## src/rtl/tw_serial_pkg.sv

```systemverilog
package tw_serial_pkg;
  typedef enum logic {
    MODE_TXRX   = 1'b0,
    MODE_RXONLY = 1'b1
  } port_mode_e;
endpackage

```

## src/rtl/tw_tick_gen.sv

```systemverilog
module tw_tick_gen #(
  parameter int HALF_CLKS = 4
) (
  input  logic clk,
  input  logic rst_n,
  input  logic run,
  output logic tick
);
  localparam int CW = (HALF_CLKS > 1) ? $clog2(HALF_CLKS) : 1;
  localparam logic [CW-1:0] LIM = CW'(HALF_CLKS - 1);

  logic [CW-1:0] cnt;

  always_ff @(posedge clk or negedge rst_n) begin
    if (!rst_n)          cnt <= '0;
    else if (!run)       cnt <= '0;
    else if (cnt == LIM) cnt <= '0;
    else                 cnt <= cnt + 1'b1;
  end

  assign tick = run && (cnt == LIM);
endmodule

```

## src/rtl/tw_shifter.sv

```systemverilog
module tw_shifter #(
  parameter int WIDTH = 8
) (
  input  logic             clk,
  input  logic             rst_n,
  input  logic             load,
  input  logic [WIDTH-1:0] load_data,
  input  logic             sample,
  input  logic             drive,
  input  logic             si,
  output logic [WIDTH-1:0] sr,
  output logic             so
);
  always_ff @(posedge clk or negedge rst_n) begin
    if (!rst_n) begin
      sr <= '0;
      so <= 1'b0;
    end else begin
      if (load)        sr <= load_data;
      else if (sample) sr <= {sr[WIDTH-2:0], si};
      if (drive)       so <= load ? load_data[WIDTH-1] : sr[WIDTH-1];
    end
  end
endmodule

```

## src/rtl/tw_serial_port.sv

```systemverilog
module tw_serial_port
  import tw_serial_pkg::*;
#(
  parameter int WIDTH     = 8,
  parameter int HALF_CLKS = 4
) (
  input  logic             clk,
  input  logic             rst_n,
  input  logic             en,
  input  logic             mode,
  input  logic             wr_stb,
  input  logic [WIDTH-1:0] wr_data,
  input  logic             rd_stb,
  output logic [WIDTH-1:0] rd_data,
  input  logic             flag_clr,
  output logic             sck,
  output logic             so,
  input  logic             si,
  output logic             done
);
  localparam int BW = (WIDTH > 1) ? $clog2(WIDTH) : 1;
  localparam logic [BW-1:0] LAST_BIT = BW'(WIDTH - 1);

  port_mode_e mode_e;
  logic busy, tick, start, load, rise, fall, last;
  logic [BW-1:0] bits;

  assign mode_e = port_mode_e'(mode);
  assign load   = !busy && wr_stb;
  assign start  = !busy && en &&
                  ((mode_e == MODE_TXRX) ? wr_stb : rd_stb);
  assign rise   = busy && tick && !sck;
  assign fall   = busy && tick && sck;
  assign last   = rise && (bits == LAST_BIT);

  tw_tick_gen #(.HALF_CLKS(HALF_CLKS)) u_tick (
    .clk(clk), .rst_n(rst_n), .run(busy), .tick(tick)
  );

  tw_shifter #(.WIDTH(WIDTH)) u_shift (
    .clk(clk), .rst_n(rst_n), .load(load), .load_data(wr_data),
    .sample(rise), .drive(start || fall), .si(si),
    .sr(rd_data), .so(so)
  );

  always_ff @(posedge clk or negedge rst_n) begin
    if (!rst_n) begin
      busy <= 1'b0;
      sck  <= 1'b1;
      bits <= '0;
      done <= 1'b0;
    end else begin
      if (start) begin
        busy <= 1'b1;
        sck  <= 1'b0;
        bits <= '0;
      end else if (rise) begin
        sck  <= 1'b1;
        bits <= bits + 1'b1;
        if (last) busy <= 1'b0;
      end else if (fall) begin
        sck  <= 1'b0;
      end
      if (last)                   done <= 1'b1;
      else if (start || flag_clr) done <= 1'b0;
    end
  end


  start_fall_chk: assert property (@(posedge clk) disable iff (!rst_n)
    $rose(busy) |-> !sck);

  end_high_chk: assert property (@(posedge clk) disable iff (!rst_n)
    $fell(busy) |-> (sck && done));

  idle_high_chk: assert property (@(posedge clk) disable iff (!rst_n)
    !busy |-> sck);

  so_on_fall_chk: assert property (@(posedge clk) disable iff (!rst_n)
    !$stable(so) |-> $fell(sck));

  flag_rise_chk: assert property (@(posedge clk) disable iff (!rst_n)
    $rose(done) |-> $fell(busy));
endmodule

```

## config.mk

```make
export PLATFORM = sky130hd
export DESIGN_NAME = tw_serial_port
export DESIGN_NICKNAME = d
export VERILOG_FILES = /design/src/rtl/tw_serial_pkg.sv /design/src/rtl/tw_tick_gen.sv /design/src/rtl/tw_shifter.sv /design/src/rtl/tw_serial_port.sv
export SDC_FILE = /design/constraint.sdc
export NUM_CORES = 1
export LEC_CHECK = 0
export BUFFER_PORTS_ARGS = -buffer_cell sky130_fd_sc_hd__buf_4
export CAP_MARGIN = 20
export CORE_MARGIN = 8
export CORE_UTILIZATION = 43
export CTS_CLUSTER_DIAMETER = 150
export DETAILED_ROUTE_END_ITERATION = 12
export GPL_TIMING_DRIVEN = 0
export PLACE_DENSITY = 0.84
export SLEW_MARGIN = 25
export SYNTH_ARGS = -nofsm -noshare
export SYNTH_HDL_FRONTEND = slang
export SYNTH_SLANG_ARGS = --single-unit
```

## constraint.sdc

```tcl
create_clock -name clk -period 1.5 [get_ports clk]
set_input_delay 0 -clock clk [delete_from_list [all_inputs] [get_ports clk]]
set_output_delay 0 -clock clk [all_outputs]
set_load 0.1 [all_outputs]
```

==> metrics.txt, run 1 <==
clock skew 0.00401 ns; met1 Use GR 9.99%; Placed Instances 116; #FFs+latches synth 17; Crit path required time 1.69 ns; total global-route track usage 10.3%; CTS max path bufs 2; Mapped Nets 84; RSZ-0062 raised after global routing yes; crit path max fanout 6; GRT Residual Overflow 0; Vias/cell 5.05; Netlist Area Pre-Place 793 sq um; # nets final 121; mean area per synthesized cell 12.2 sq um; CTS tree built; Slew Viols, Final 0; ANT cells 0; routed len/inst 13.5 microns; share of the clock period used by the worst path after layout 98.9%; DR vias 636; CTS clk-pin slew, worst paths 0.10 ns; highest-count cells in the layout ignoring fill and taps buf_4, dfrtp_1, a21o_1; grt met3 use 1.52%; Filler Cell Count 125; GR met2 Demand/Resource 18.7%; GR peak layer met2; Layout Cells excl Fill 126; initial antenna violation count 0; count of cell types in the netlist 24; endpoints failing setup 0; Worst Path Class, Setup flop to flop; row count 15; vias in the first global route 646; CTS Root Cell clkbuf_4; Ys Warns 0; actual slew at the worst max-slew pin 0.365 ns; clock sinks 17; clk_lat worst skew 0.29 ns; Die Ht 59.0 microns; DRT Pass-1 Iters 4; Core Box Area 1730 sq um; Post-synth EDFFs 0; I/O pin total 27; slew margin rel. 75.6%; Hold Vio Cnt, Final 0; H-tree depth 1; status finished clean; Initial Util 45.9%; die area 3480 sq um; layout cells sized above 1 40.6%; largest net degree at the start of global routing 18; Setup crit start kind flop; die width 59.0 microns; first-pass GRT wire length 2780 microns; PortBufs 26; Final ANT Viol Nets 0; DRC Markers 0; cts bufs inserted 3; total of max-cap violations 0; commonest non-fill, non-tap cell in the layout buf_4; fraction of registers with async set/reset 100%; Min Clock Period, post-route 1.48 ns; Critical Path AT 1.67 ns; Max Fclk 0.674 GHz; type of destination of the critical path flop; Synth Flop Type dfrtp_1; Syn Inst Count 65; DP HPWL 1300 microns; Initial DRC Count 11; synth-to-layout area growth 41.8%; wirelength, routed 1700 microns; Placer Congestion 0.731; Hold WC Path Type primary input to flop; Seq/Total Area, Yosys 53.8%
==> routing by layer <==
metal	up-vias	share of wire [%]
met5	-	0
met4	0	2.8
met3	5	4.9
met2	15	55
met1	311	37
li1	305	-
==> cell families after synthesis <==
kind of cell / share of synthesized area (%)
compound gates: 18.1
xor+xnor: 1.10
simple gates: 10.4
flops: 53.8
buf+inv: 3.94
fa+ha+maj: 4.73
mux: 7.89
==> flip-flops by register name, indices dropped and copies added, names as in the netlist <==
signal      flops
done            1
u_tick.cnt      2
u_shift.so      1
u_shift.sr      8
bits            3
sck             1
busy            1
==> cell usage after synthesis (2+ instances only) <==
library cell | instances | share of area, %
a21o_1 | 8 | 7.6
dfrtp_1 | 16 | 50
nand2b_1 | 2 | 1.6
nand2_1 | 2 | 0.95
ha_1 | 3 | 4.7
a22o_1 | 7 | 7.7
nor2_1 | 6 | 2.8
mux2i_1 | 4 | 5.0
o21ai_1 | 2 | 1.3
==> path summary, 6_finish.rpt <==
check                                   start       endpoint  slack (ns)  depth (start not counted)
worst max-delay path                      sck  u_shift.sr[2]        0.02                          5
min in group asynchronous               rst_n        bits[0]        0.10                          2
worst max register to register            sck  u_shift.sr[2]        0.02                          5
max in group asynchronous               rst_n            sck        1.15                          2
worst min-delay path               wr_data[4]  u_shift.sr[4]       0.003                          3
worst min register to register  u_shift.sr[1]  u_shift.sr[1]        0.51                          1
==> metrics by stage <==
| step | cell area [sq um] | hold slack [ns] | setup TNS [ns] | utilization [%] | setup slack [ns] |
|---|---|---|---|---|---|
| floorplan | 798 | -0.296 | -1.03 | - | -0.171 |
| global placement | 1020 | -0.129 | 0 | 59.3 | 0.0000846 |
| detailed placement | 1020 | -0.126 | -0.0496 | 59.3 | -0.0178 |
| CTS | 1090 | 0.00245 | 0 | 63.3 | 0.00336 |
| global route | 1120 | 0.0000550 | -0.0736 | 65.1 | -0.0208 |
| finish | 1120 | 0.00325 | 0 | 65.1 | 0.0166 |
==> cell type report <==
type / count / area, sq um / area share, %
Clock buffer: 3 / 22.5 / 2.00
Sequential cell: 17 / 432 / 38.4
Timing Repair Buffer: 32 / 265 / 23.6
Clock inverter: 1 / 5.00 / 0.445
Buffer: 3 / 31.3 / 2.78
Tap cell: 25 / 31.3 / 2.78
Multi-Input combinational cell: 45 / 338 / 30.0
==> worst max-delay path: stages (launching register included) <==
cell and delay (ns):
dfstp_4 0.62, and3b_1 0.18, buf_6 0.14, buf_8 0.12, a22o_1 0.18, a21o_1 0.15
==> repair_timing <==
action	in CTS	in global routing
setup buffers	1	1
hold buffers	3	0
setup endpoints to repair	4	4
gates cloned	0	1
endpoints found under the hold margin	19	0
gates resized for setup	1	0
pin swaps	0	0
Power of run 1 is not shown: default switching activity piles up to over one toggle a cycle in this logic, so the estimate is an artifact.
==> run 2, diff against run 1 <==
Settings changed: PLACE_DENSITY 0.84 to 0.79.
==> run 2 against run 1 <==
Effect of this change: the flow now finishes with violations (negative hold slack); cell count rose by 1.6%; die area did not move; non-clock buffer count rose by 2; clock-buffer cell count did not move; largest cell class unchanged.
==> metrics.txt, run 2 (same netlist as run 1, synthesis figures left out) <==
die width 59.0 microns; vias in the first global route 684; Vias/cell 4.80; Placer Congestion 0.702; Top Registers u_shift.sr x8, bits x3, u_tick.cnt x2; I/O pin total 27; row count 15; commonest non-fill, non-tap cell in the layout buf_4; CTS tree built; worst setup path endpoint u_shift.sr[4]; clock sinks 17; Initial DRC Count 15; grt met3 use 2.61%; H-tree depth 1; wirelength, routed 1820 microns; Initial Util 45.9%; Worst Path Class, Setup flop to flop; met1 Use GR 11.3%; RSZ-0062 raised after global routing yes; cts bufs inserted 3; Slew Viols, Final 0; GR met2 Demand/Resource 19.3%; Max Fclk 0.678 GHz; RR Startpoint sck; post-route core utilization 66.3%; Reg2Reg Setup Slack 0.02 ns; endpoints failing setup 0; type of destination of the critical path flop; largest net degree at the start of global routing 18; GRT Residual Overflow 0; Die Ht 59.0 microns; initial antenna violation count 0; DP Area 1020 sq um; actual slew at the worst max-slew pin 0.379 ns; die area 3480 sq um; GR peak layer met2; multi-input combinational cell area 338 sq um; clock skew 0.0106 ns; CTS clk-pin slew, worst paths 0.11 ns; slew margin rel. 74.6%; DR vias 614; layout cells sized above 1 39.8%; PortBufs 26; largest reg by FF count u_shift.sr; terminus of the critical flop-to-flop path u_shift.sr[4]; register area 432 sq um; violated checks negative hold slack; total of max-cap violations 0; status finished, violations left; synth-to-layout area growth 44.3%; DRT Pass-1 Iters 4; Filler Cell Count 138; Worst Setup SP sck; Min Clock Period, post-route 1.48 ns; total global-route track usage 11.0%; max reg flops 8; Hold Vio Cnt, Final 1; Critical Path AT 1.67 ns; Final ANT Viol Nets 0; highest-count cells in the layout ignoring fill and taps buf_4, dfrtp_1, a21o_1; Setup crit start kind flop; first-pass GRT wire length 2980 microns; Core Box Area 1730 sq um; Crit path required time 1.70 ns; # nets final 123; share of the clock period used by the worst path after layout 98.3%; Finished Cell Area 1140 sq um; DRC Markers 0; crit path max fanout 6; WHS -0.00309 ns; worst reg2reg path depth 5; CTS Root Cell clkbuf_4; CTS max path bufs 2; ANT cells 0; routed len/inst 14.2 microns; clk_lat worst skew 0.30 ns; Hold WC Path Type primary input to flop
==> run 2: area by class of cell <==
| class | count | share of cell area, % |
|---|---|---|
| plain buffers | 3 | 2.73 |
| multi-input cells | 45 | 29.5 |
| repair buffers | 34 | 24.9 |
| well taps | 25 | 2.73 |
| clock buffers | 3 | 1.97 |
| clock inverters | 1 | 0.437 |
| flip-flops and latches | 17 | 37.7 |
==> run 2: repair_timing <==
action                     4_1_cts  5_1_grt
pin swaps                        0        1
gates cloned                     0        1
setup endpoints to repair        4        6
hold endpoints to repair        21        0
hold buffers                     5        0
buffers inserted                 1        1
resized for setup                1        0
==> run 2: worst min-delay path by stage <==
| stage | start | to | slack (ns) | cells past startpoint |
|---|---|---|---|---|
| 6_report | wr_data[2] | u_shift.sr[2] | -0.003 | 3 |
| 5_1_grt | si | u_shift.sr[0] | 0.009 | 3 |
| 4_1_cts | wr_data[2] | u_shift.sr[2] | 0.003 | 3 |
| 3_5_place_dp | rst_n | bits[2] | -0.12 | 1 |
| 3_3_place_gp | rst_n | bits[2] | -0.13 | 1 |
| 2_1_floorplan | rst_n | bits[0] | -0.30 | 0 |
==> run 2: critical path, stage by stage, from the launching register on <==
cell and delay [ns]:
dfstp_4 0.62, and3b_1 0.19, buf_6 0.14, buf_8 0.12, a22o_1 0.17, a21o_1 0.15
==> run 2: through the flow <==
stage / worst slack [ns] / TNS [ns] / cells
finish: 0.0248 / 0 / 128
detailed placement: -0.0230 / -0.0770 / 116
CTS: 0.0157 / 0 / 126
global placement: -0.00602 / -0.0112 / 116
floorplan: -0.171 / -1.03 / 65
global route: -0.0394 / -0.152 / 128
==> run 2: layer usage <==
layer | vias up | share of wire (%)
li1 | 309 | -
met1 | 279 | 39
met2 | 19 | 51
met3 | 7 | 6.7
met4 | 0 | 3.1
met5 | - | 0
Power of run 2 is left out for the same reason.
==> run 3, diff against run 2 <==
Settings changed: RECOVER_POWER set to 50.
==> run 3 against run 2 <==
Effect of this change: the flow still finishes with violations (negative hold slack); non-clock buffer count unchanged; sequential share of layout area up 0.12 points; register-to-register slack about the same; clock skew about the same; wire length down 0.66%; clock-buffer cell count unchanged; critical path type unchanged.
==> metrics.txt, run 3 (same netlist as run 1, synthesis figures left out) <==
share of the clock period used by the worst path after layout 98.3%; WHS -0.00266 ns; worst path cell trace and3b_1 -> buf_6 -> buf_8 -> a22o_1 -> a21o_1; slew margin rel. 39.4%; I/O pin total 27; ANT cells 0; routed len/inst 14.1 microns; Core Box Area 1730 sq um; die width 59.0 microns; # nets final 123; DRT Pass-1 Iters 4; Vias/cell 4.80; violated checks negative hold slack; Top Family by Delay on Critical Path flip-flops; synth-to-layout area growth 43.8%; GR peak layer met2; RSZ-0062 raised after global routing yes; total global-route track usage 11.0%; Worst Path Class, Setup flop to flop; Finished Cell Area 1140 sq um; Critical Path AT 1.67 ns; largest net degree at the start of global routing 18; commonest non-fill, non-tap cell in the layout buf_4; Slew Viols, Final 0; clk_lat worst skew 0.30 ns; met1 Use GR 11.3%; Hold Vio Cnt, Final 1; PortBufs 26; row count 15; Initial Util 45.9%; cts bufs inserted 3; DP Area 1020 sq um; initial antenna violation count 0; Crit path buffers/inverters 2; crit path max fanout 6; setup TNS 0 ns; Crit path required time 1.70 ns; status finished, violations left; wirelength, routed 1800 microns; Top Registers u_shift.sr x8, bits x3, u_tick.cnt x2; DRC Markers 0; CTS Root Cell clkbuf_4; layout cells sized above 1 38.8%; CTS tree built; delay of the slowest critical-path stage 0.62 ns; highest-count cells in the layout ignoring fill and taps buf_4, dfrtp_1, a21o_1; post-route core utilization 66.1%; Initial DRC Count 15; Placed Instances 116; GRT Residual Overflow 0; Min Clock Period, post-route 1.47 ns; type of destination of the critical path flop; Hold WC Path Type primary input to flop; endpoints failing setup 0; die area 3480 sq um; Die Ht 59.0 microns; Placer Congestion 0.702; Max Fclk 0.678 GHz; Crit-path slowest cell dfstp_4; H-tree depth 1; CTS max path bufs 2; max reg flops 8; Setup crit start kind flop; GR met2 Demand/Resource 19.3%; clock skew 0.0107 ns; CTS clk-pin slew, worst paths 0.11 ns; vias in the first global route 684; first-pass GRT wire length 2980 microns; clock sinks 17; DR vias 615; Layout Cells excl Fill 128; total of max-cap violations 0; largest reg by FF count u_shift.sr; actual slew at the worst max-slew pin 0.909 ns; grt met3 use 2.61%; Final ANT Viol Nets 0
[run 3: changes by cell type in the layout (fill, tap and decap cells not counted), sizes merged]
cell / before / now
buf: 31 / 30
clkbuf: 4 / 5
[run 3: final cells by class]
cell class | instances | area, sq um
multi-input cells | 45 | 338
flip-flops and latches | 17 | 432
plain buffers | 3 | 31.3
repair buffers | 34 | 282
fillers | 140 | 586
clock buffers | 3 | 22.5
clock inverters | 1 | 5.00
well taps | 25 | 31.3
[run 3: path summary, 6_finish.rpt]
| check | from | to | slack [ns] | cells after the start |
|---|---|---|---|---|
| worst max-delay path | sck | u_shift.sr[4] | 0.03 | 5 |
| worst min-delay path | wr_data[2] | u_shift.sr[2] | -0.003 | 3 |
| worst max register to register | sck | u_shift.sr[4] | 0.03 | 5 |
| worst min register to register | u_shift.sr[1] | u_shift.sr[1] | 0.52 | 1 |
| max in group asynchronous | rst_n | u_shift.sr[7] | 0.55 | 2 |
| min in group asynchronous | rst_n | u_shift.sr[1] | 0.34 | 2 |
[run 3: tightest hold or removal path: stages]
cell,delay (ns)
buf_4,0.08
a22o_1,0.12
a21o_1,0.08
[run 3: stage by stage]
| step | setup slack, ns | hold WS (ns) |
|---|---|---|
| 4_1_cts | 0.0157 | 0.00276 |
| 6_report | 0.0250 | -0.00266 |
| 3_3_place_gp | -0.00602 | -0.127 |
| 3_5_place_dp | -0.0230 | -0.122 |
| 2_1_floorplan | -0.171 | -0.296 |
| 5_1_grt | -0.0394 | 0.00912 |
[run 3: per-layer routing]
metal	routed length, microns	vias to the layer above
met5	0	-
met4	57	0
met3	121	7
met2	918	19
met1	707	279
li1	-	310
[run 3: timing repair]
action	in CTS	in global routing
hold buffers	5	0
resized for setup	1	0
pin swaps	0	1
buffers inserted	1	1
endpoints found under the setup margin	4	6
gates cloned	0	1
endpoints found under the hold margin	21	0
Power of run 3 is left out for the same reason.
